--- src/rtl/systolic_seq_pkg.sv ---
package systolic_seq_pkg;
  // phase on whose closing edge C[i][j] sits at the bottom of column j
  function automatic int cap_phase(int i, int j, int n);
    return i + j + n + 1;
  endfunction

  // first phase of row k's feed window
  function automatic int feed_phase(int i, int k);
    return 1 + i + k;
  endfunction

  function automatic int last_phase(int n);
    return 3 * n - 1;
  endfunction
endpackage

--- src/rtl/seq_phase_ctr.sv ---
module seq_phase_ctr #(
  parameter int N    = 3,
  parameter int PH_W = 4
) (
  input  logic            clk_i,
  input  logic            rst_ni,
  input  logic            start_i,
  output logic            active_o,
  output logic [PH_W-1:0] phase_o,
  output logic            accept_o,
  output logic            done_o
);
  import systolic_seq_pkg::*;
  localparam logic [PH_W-1:0] LAST = PH_W'(last_phase(N));

  logic            active_q, done_q;
  logic [PH_W-1:0] phase_q;

  assign accept_o = start_i & ~active_q;

  always_ff @(posedge clk_i or negedge rst_ni) begin
    if (!rst_ni) begin
      active_q <= 1'b0;
      phase_q  <= '0;
      done_q   <= 1'b0;
    end else begin
      done_q <= 1'b0;
      if (!active_q) begin
        if (start_i) begin
          active_q <= 1'b1;
          phase_q  <= '0;
        end
      end else if (phase_q == LAST) begin
        active_q <= 1'b0;
        phase_q  <= '0;
        done_q   <= 1'b1;
      end else begin
        phase_q <= phase_q + 1'b1;
      end
    end
  end

  assign active_o = active_q;
  assign phase_o  = phase_q;
  assign done_o   = done_q;

  assert_done_pulse_R5: assert property (@(posedge clk_i) disable iff (!rst_ni)
    done_o |=> !done_o);
  assert_done_at_end_R5: assert property (@(posedge clk_i) disable iff (!rst_ni)
    (active_q && phase_q == LAST) |=> (done_o && !active_o));
  assert_start_ignored_R6: assert property (@(posedge clk_i) disable iff (!rst_ni)
    (active_q && start_i && phase_q != LAST) |=> (active_o && phase_o == $past(phase_q) + 1'b1));
endmodule

--- src/rtl/seq_row_feed.sv ---
module seq_row_feed #(
  parameter int N      = 3,
  parameter int DATA_W = 8,
  parameter int PH_W   = 4
) (
  input  logic                   active_i,
  input  logic [PH_W-1:0]        phase_i,
  input  logic [N*N*DATA_W-1:0]  a_i,
  output logic [N*DATA_W-1:0]    row_o
);
  import systolic_seq_pkg::*;

  for (genvar k = 0; k < N; k++) begin : g_row
    logic [DATA_W-1:0] val;
    always_comb begin
      val = '0;
      for (int i = 0; i < N; i++) begin
        if (active_i && phase_i == PH_W'(feed_phase(i, k)))
          val = a_i[(i*N+k)*DATA_W +: DATA_W];
      end
    end
    assign row_o[k*DATA_W +: DATA_W] = val;
  end
endmodule

--- src/rtl/seq_result_cap.sv ---
module seq_result_cap #(
  parameter int N     = 3,
  parameter int ACC_W = 20,
  parameter int PH_W  = 4
) (
  input  logic                  clk_i,
  input  logic                  rst_ni,
  input  logic                  active_i,
  input  logic [PH_W-1:0]       phase_i,
  input  logic [N*ACC_W-1:0]    col_sum_i,
  output logic [N*N*ACC_W-1:0]  c_o
);
  import systolic_seq_pkg::*;

  for (genvar i = 0; i < N; i++) begin : g_i
    for (genvar j = 0; j < N; j++) begin : g_j
      localparam logic [PH_W-1:0] CAP = PH_W'(cap_phase(i, j, N));
      always_ff @(posedge clk_i or negedge rst_ni) begin
        if (!rst_ni)
          c_o[(i*N+j)*ACC_W +: ACC_W] <= '0;
        else if (active_i && phase_i == CAP)
          c_o[(i*N+j)*ACC_W +: ACC_W] <= col_sum_i[j*ACC_W +: ACC_W];
      end
    end
  end

  assert_c_hold_idle_R7: assert property (@(posedge clk_i) disable iff (!rst_ni)
    !active_i |=> $stable(c_o));
endmodule

--- src/rtl/systolic_wavefront_seq.sv ---
module systolic_wavefront_seq #(
  parameter int N      = 3,
  parameter int DATA_W = 8,
  parameter int ACC_W  = 20
) (
  input  logic                  clk_i,
  input  logic                  rst_ni,
  input  logic                  start_i,
  input  logic [N*N*DATA_W-1:0] a_i,
  input  logic [N*N*DATA_W-1:0] b_i,
  input  logic [N*ACC_W-1:0]    col_sum_i,
  output logic [N*DATA_W-1:0]   row_data_o,
  output logic [N*N*DATA_W-1:0] weight_o,
  output logic                  weight_valid_o,
  output logic [N*N*ACC_W-1:0]  c_o,
  output logic                  done_o
);
  import systolic_seq_pkg::*;
  localparam int PH_W = $clog2(last_phase(N) + 2);

  logic            active, accept;
  logic [PH_W-1:0] phase;
  logic [N*N*DATA_W-1:0] a_q, b_q;

  seq_phase_ctr #(.N(N), .PH_W(PH_W)) i_ctr (
    .clk_i, .rst_ni, .start_i,
    .active_o(active), .phase_o(phase), .accept_o(accept), .done_o
  );

  // operands frozen at the accepted start
  always_ff @(posedge clk_i or negedge rst_ni) begin
    if (!rst_ni) begin
      a_q <= '0;
      b_q <= '0;
    end else if (accept) begin
      a_q <= a_i;
      b_q <= b_i;
    end
  end

  assign weight_o       = b_q;
  assign weight_valid_o = active && (phase == '0);

  seq_row_feed #(.N(N), .DATA_W(DATA_W), .PH_W(PH_W)) i_feed (
    .active_i(active), .phase_i(phase), .a_i(a_q), .row_o(row_data_o)
  );

  seq_result_cap #(.N(N), .ACC_W(ACC_W), .PH_W(PH_W)) i_cap (
    .clk_i, .rst_ni, .active_i(active), .phase_i(phase),
    .col_sum_i, .c_o
  );

  assert_wvalid_single_R2: assert property (@(posedge clk_i) disable iff (!rst_ni)
    weight_valid_o |=> !weight_valid_o);
  assert_wvalid_after_start_R2: assert property (@(posedge clk_i) disable iff (!rst_ni)
    (start_i && !active) |=> weight_valid_o);
  assert_rows_quiet_on_load_R3: assert property (@(posedge clk_i) disable iff (!rst_ni)
    weight_valid_o |-> row_data_o == '0);
  assert_no_done_while_busy_R8: assert property (@(posedge clk_i) disable iff (!rst_ni)
    done_o |-> !weight_valid_o && row_data_o == '0);
endmodule

--- config.mk ---
export PLATFORM = sky130hd
export DESIGN_NAME = systolic_wavefront_seq
export DESIGN_NICKNAME = d
export VERILOG_FILES = /design/src/rtl/systolic_seq_pkg.sv /design/src/rtl/seq_phase_ctr.sv /design/src/rtl/seq_row_feed.sv /design/src/rtl/seq_result_cap.sv /design/src/rtl/systolic_wavefront_seq.sv
export SDC_FILE = /design/constraint.sdc
export NUM_CORES = 1
export LEC_CHECK = 0
export CELL_PAD_IN_SITES_DETAIL_PLACEMENT = 2
export CELL_PAD_IN_SITES_GLOBAL_PLACEMENT = 2
export CORE_MARGIN = 3
export CORE_UTILIZATION = 29
export CTS_CLUSTER_DIAMETER = 50
export DETAILED_ROUTE_END_ITERATION = 10
export PLACE_DENSITY = 0.81
export SYNTH_ARGS = -nofsm -noshare
export SYNTH_HDL_FRONTEND = slang
export SYNTH_SLANG_ARGS = --single-unit
--- constraint.sdc ---
create_clock -name clk_i -period 2.8 [get_ports clk_i]
set_input_delay 0.7 -clock clk_i [delete_from_list [all_inputs] [get_ports clk_i]]
set_output_delay 0.7 -clock clk_i [all_outputs]
set_load 0.01 [all_outputs]
==> impl_metrics.tcl, run 1 <==
set metrics [dict create \
    numPortBuffers 484 \
    async_reset_ff_frac 1.00 \
    fin_cells 2045 \
    ant_nets 0 \
    wl_per_cell_um 25.7 \
    timing.fmax_mhz 339 \
    tightest_slew_ps 749 \
    drv_slew 0 \
    drv_cap 0 \
    tritoncts "yes" \
    worstPathCellList "inv_2, buf_4, ha_4, buf_8, nand3b_1, a21oi_2, a21oi_1, nor2_1, buf_2" \
    yosysWarnings 0 \
    post-route-period-util 1.05 \
    synth_compound_area_frac 0.0250 \
    grt_overflow 0 \
    violations "setup timing" \
    dp_hpwl_um 35200 \
    required_ps 2100 \
    drive_gt1_frac 0.359 \
    viasPerCell 4.67 \
    cellLeakagePower_nw 8.74 \
    hold_violations 0 \
    synth_top_family_by_area "multiplexers" \
    syn_inst 872 \
    drt_iter0_markers 417 \
    setup-violations-final 23 \
    drt_wl_total_um 52600 \
    track_usage 0.215 \
    grt_max_degree 84 \
    critPathBufInv 4 \
    pin_count 485 \
    p_switching_mw 8.74 \
    synth-xor-area-share 0 \
    fin_util 0.474 \
    finalWorstPathRequiredPeriod_ps 2950 \
    core_um2 43600 \
    clkLatencyLatePin_ps 560 \
    arrival_ps 2250 \
    hold_path_class "primary input to asynchronous set/reset pin" \
    cpPeakStageDelay_ps 390 \
    ys_top_cells_by_area "dfrtp_1 (64%), mux2_2 (27%), nand2_1 (2.4%), buf_2 (1.2%), a21oi_1 (0.97%)" \
    yosysMostFrequentCell "dfrtp_1" \
    ys_ff_latch 330 \
    synth.top_cell.area_share 0.640 \
    initial_core_util 0.296 \
    fin_skew_ps 22.4 \
    cpMaxStageDelayCell "dfrtp_1" \
    fin_hold_ws_ps 149 \
    area_growth_pct 60.0 \
    seqPwrFrac 0.338 \
    synthAdderAreaFrac 0.00388 \
    design_area_um2 20700 \
    die_area_um2 47100 \
    intPower_mw 17.4 \
    antenna_found_initial 6 \
    total_power_mw 26.1 \
    swShare 0.335 \
    synth_common_cells "dfrtp_1 (330), mux2_2 (304), nand2_1 (81), buf_2 (31), a21oi_1 (25)" \
    cts_buffers 45 \
    crit_path_end_kind "primary output" \
    powerDensity_nw_per_um2 1260 \
    dieHeight_um 217 \
    cts_num_sinks 330 \
    grt_pass1_wl_um 76200 \
    first_pass_iters 4 \
    seq_area_frac_synth 0.640 \
    worstSetupStartpointType "flip-flop" \
    vias 9554 \
    setup_slack_ps -149 \
    syn_nets 1083 \
    grt_pass1_vias 11300 \
    htreeDepth 2 \
    gp_congestion 0.793 \
    root_buffer "clkbuf_16" \
    syn-cell-area_um2 12900 \
    slew_headroom 0.501 \
    ir_drop_mv 0.737 \
    pwr-share-comb 0.436 \
    synthMuxAreaShare 0.265 \
    avgSynthCellArea_um2 14.8 \
    yosys.area_share.simple 0.0445 \
    synth_edf_count 0 \
    placed_cells 1932 \
    rsz0062_at_grt "yes" \
    n_fill_cell 4200 \
    crit_family "buffers and inverters" \
    drc_errors 0 \
    fp.dieW_um 217 \
    synth_largest_area_cell "dfrtp_1" \
    post-place-ws_ps -34.9 \
    setup_tns_ps -2110 \
    synth_top_flop_cell "dfrtp_1" \
    num_rows 76 \
    critPathKind "flip-flop to primary output" \
    clk_pin_slew_ps 60 \
    status "finished, violations left" \
    clkPwrFrac 0.226 \
    crit_fanout 12 \
    final_nets 1632 \
    ys_types 26 \
    place_area_um2 18700 \
    cts_max_path_buffers 3 \
]
## worst reg2reg max path, delay by kind of cell (launching register included)
family                     cells  cell delay (ps)
and+or+nand+nor                1              140
DFF                            1              410
adders and majority gates      1              210
muxes                          1              470
buffers and inverters          4              920
## flip-flops by register name (all words and copies together) (netlist names)
signal / flops
i_cap.c_o: 180
a_q: 72
weight_o: 72
i_ctr.phase_o: 4
i_ctr.active_o: 1
i_ctr.done_o: 1
## final cells by class
| cell class | instances | area, um2 | area share |
|---|---|---|---|
| Multi-Input combinational cell | 488 | 4600 | 0.223 |
| Tap cell | 585 | 732 | 0.0354 |
| Clock buffer | 63 | 1320 | 0.0637 |
| Inverter | 3 | 13.8 | 0.000666 |
| Sequential cell | 330 | 8260 | 0.400 |
| Clock inverter | 18 | 225 | 0.0109 |
| Timing Repair Buffer | 553 | 5500 | 0.266 |
| Antenna cell | 5 | 12.5 | 0.000606 |
## kinds of logic (layout without fill, tap and decap cells)
group,Yosys count,in the layout
other,0,5
and+or+nand+nor,125,125
muxes,304,304
DFF,330,330
adders and majority gates,4,4
buffers and inverters,54,637
AOI/OAI and AO/OA,55,55
## power groups by stage
| stage | logic, mW | clock network [mW] | registers (mW) |
|---|---|---|---|
| 2_1_floorplan | 3.73 | 0 | 9.22 |
| 3_3_place_gp | 10.4 | 0 | 8.47 |
| 3_5_place_dp | 10.8 | 0 | 8.70 |
| 4_1_cts | 11.2 | 6.06 | 8.79 |
| 5_1_grt | 12.0 | 6.29 | 9.14 |
| 6_report | 11.4 | 5.91 | 8.83 |
## timing repair
item,CTS,global route
hold buffers,0,0
gates resized for setup,147,36
setup buffers,14,15
gates cloned,1,0
pin swaps,11,23
setup endpoints to repair,25,25
## final timing paths
path                       cells after the start  slack (ps)                         start                         to
setup / recovery                               9        -150  i_ctr.phase_o[0]$_DFFE_PN0P_              row_data_o[2]
hold / removal                                 1         150                        rst_ni        a_q[49]$_DFFE_PN0P_
setup reg to reg                               7         540  i_ctr.phase_o[0]$_DFFE_PN0P_  i_cap.c_o[26]$_DFFE_PN0P_
hold reg to reg                                2         470     i_cap.c_o[14]$_DFFE_PN0P_  i_cap.c_o[14]$_DFFE_PN0P_
max in group asynchronous                      2        1830                        rst_ni   weight_o[10]$_DFFE_PN0P_
min in group clk_i                             2         470     i_cap.c_o[14]$_DFFE_PN0P_  i_cap.c_o[14]$_DFFE_PN0P_
## metal layers
metal	global-route usage	vias up	wire (um)
li1	-	4158	-
met1	0.232	5007	18700
met2	0.400	288	28800
met3	0.0621	97	3420
met4	0.0778	4	1680
met5	0	-	20
## cells in the final DEF (no fill, tap or decap), types with 8 or more instances in the layout
cell type	count
clkdlybuf4s50_1	458
dfrtp_1	329
mux2_2	304
nand2_1	72
clkbuf_16	47
buf_4	43
buf_2	24
nor2_1	17
a21oi_2	14
buf_12	14
a21oi_1	11
a22oi_2	10
nand3b_1	9
clkbuf_8	8
clkbuf_1	8
buf_6	8
No activity file was read; power rests on OpenSTA's default activity.
==> run 2, diff against run 1 <==
- CORE_AREA: unset -> 3 3 187 189
- CORE_MARGIN: 3 -> unset
- CORE_UTILIZATION: 29 -> unset
- DIE_AREA: unset -> 0 0 190 192
- DONT_BUFFER_PORTS: unset -> 1
- HOLD_SLACK_MARGIN: unset -> 0.03
- PLACE_DENSITY: 0.81 -> 0.75
- TNS_END_PERCENT: unset -> 10
==> impl_metrics.tcl, run 2 (synthesis results as in run 1) <==
set metrics [dict create \
    total_power_mw 20.8 \
    pwr-share-comb 0.249 \
    rsz0062_at_grt "yes" \
    setup_slack_ps -114 \
    drive_gt1_frac 0.489 \
    cpMaxStageDelayCell "dfrtp_1" \
    htreeDepth 2 \
    antenna_found_initial 3 \
    clkLatencyLatePin_ps 530 \
    drt_iter0_markers 284 \
    die_area_um2 36500 \
    powerDensity_nw_per_um2 1360 \
    worstSetupStartpointType "flip-flop" \
    core_um2 33400 \
    final_cell_mix "dfrtp_1 (330), mux2_2 (304), nand2_1 (74)" \
    vias 7336 \
    cpPeakStageDelay_ps 410 \
    drv_cap 0 \
    final_common_cell "dfrtp_1" \
    final_nets 1121 \
    dieHeight_um 192 \
    fin_util 0.457 \
    wl_per_cell_um 27.1 \
    finalWorstPathRequiredPeriod_ps 2910 \
    worstPathCellList "inv_2, ha_1, buf_6, nor2b_4, buf_6, a22oi_1, o21ai_1, buf_4" \
    largest_reg_flops 180 \
    seqPwrFrac 0.486 \
    status "finished, violations left" \
    cts_buffers 43 \
    grt_max_degree 331 \
    area_growth_pct 18.5 \
    drt_wl_total_um 37800 \
    p_switching_mw 7.34 \
    initial_core_util 0.386 \
    grt_overflow 0 \
    dp_hpwl_um 25400 \
    grt_pass1_vias 8451 \
    ant_nets 0 \
    pin_count 485 \
    intPower_mw 13.5 \
    cellLeakagePower_nw 6.59 \
    setup-violations-final 9 \
    fin_skew_ps 15.0 \
    crit_path_end_kind "primary output" \
    cts_max_path_buffers 3 \
    viasPerCell 5.26 \
    fin_hold_ws_ps -128 \
    grt_pass1_wl_um 55100 \
    timing.fmax_mhz 343 \
    numPortBuffers 0 \
    first_pass_iters 4 \
    drv_slew 0 \
    drc_errors 0 \
    clk_pin_slew_ps 60 \
    critPathKind "flip-flop to primary output" \
    swShare 0.352 \
    arrival_ps 2210 \
    num_rows 67 \
    crit_family "buffers and inverters" \
    cpMostUsedCell "buf_6" \
    root_buffer "clkbuf_16" \
    fp.dieW_um 190 \
    critPathBufInv 4 \
    gp_congestion 0.755 \
    regMostFlops "i_cap.c_o" \
    violations "hold timing, setup timing" \
    tightest_slew_ps 957 \
    cts_num_sinks 330 \
    track_usage 0.198 \
    tritoncts "yes" \
    ir_drop_mv 0.636 \
    post-route-period-util 1.04 \
    hold_violations 163 \
    clkPwrFrac 0.265 \
    hold_path_class "primary input to asynchronous set/reset pin" \
    required_ps 2100 \
    slew_headroom 0.362 \
    crit_fanout 11 \
]
[run 2: cell type report]
cell class              count  area, um2
diodes                      2       5.00
clock buffers              57       1190
clock inverters            22        263
fillers                  3125      18100
inverters                   3       11.3
multi-input cells         488       4550
flip-flops and latches    330       8260
well taps                 448        561
repair buffers             44        468
[run 2: what timing repair did]
action | CTS | global route
setup buffers | 9 | 5
hold endpoints to repair | 330 | 330
gates cloned | 1 | 0
resized for setup | 36 | 31
pin swaps | 5 | 13
endpoints found under the setup margin | 24 | 24
[run 2: per-stage QoR]
stage          instances  TNS [ps]  setup slack (ps)  cell area [um2]  hold WS (ps)
3_3_place_gp        1298         0               337            13500           412
5_1_grt             1394     -2570              -217            15300          -155
6_report            1394      -448              -114            15300          -128
3_5_place_dp        1298         0               215            13500           410
2_1_floorplan        872         0               442            12900           404
4_1_cts             1387      -235             -33.5            15200          -162
[run 2: routing by layer]
metal,share of wire,global-route usage,wire length [um]
met1,0.35,0.216,13200
met4,0.022,0.0546,841
met3,0.083,0.0737,3140
met5,0.00050,0,19
met2,0.55,0.361,20700
[run 2: final timing paths]
| kind | from | to | slack [ps] | cells past startpoint |
|---|---|---|---|---|
| worst min-delay path | rst_ni | i_cap.c_o[126]$_DFFE_PN0P_ | -130 | 0 |
| min in group clk_i | start_i | i_ctr.phase_o[0]$_DFFE_PN0P_ | 280 | 1 |
| worst max-delay path | i_ctr.phase_o[0]$_DFFE_PN0P_ | row_data_o[9] | -110 | 8 |
| max in group asynchronous | rst_ni | weight_o[52]$_DFFE_PN0P_ | 2140 | 0 |
| worst min register to register | a_q[68]$_DFFE_PN0P_ | a_q[68]$_DFFE_PN0P_ | 510 | 1 |
| worst max register to register | i_ctr.phase_o[1]$_DFFE_PN0P_ | i_cap.c_o[75]$_DFFE_PN0P_ | 460 | 7 |
[run 2: power groups by stage]
stage          sequential, mW  combinational (mW)  clock, mW
3_5_place_dp             10.2                4.67          0
3_3_place_gp             10.1                4.35          0
2_1_floorplan            9.22                3.73          0
4_1_cts                  10.2                5.03       5.69
6_report                 10.1                5.19       5.53
5_1_grt                  10.4                5.71       5.91
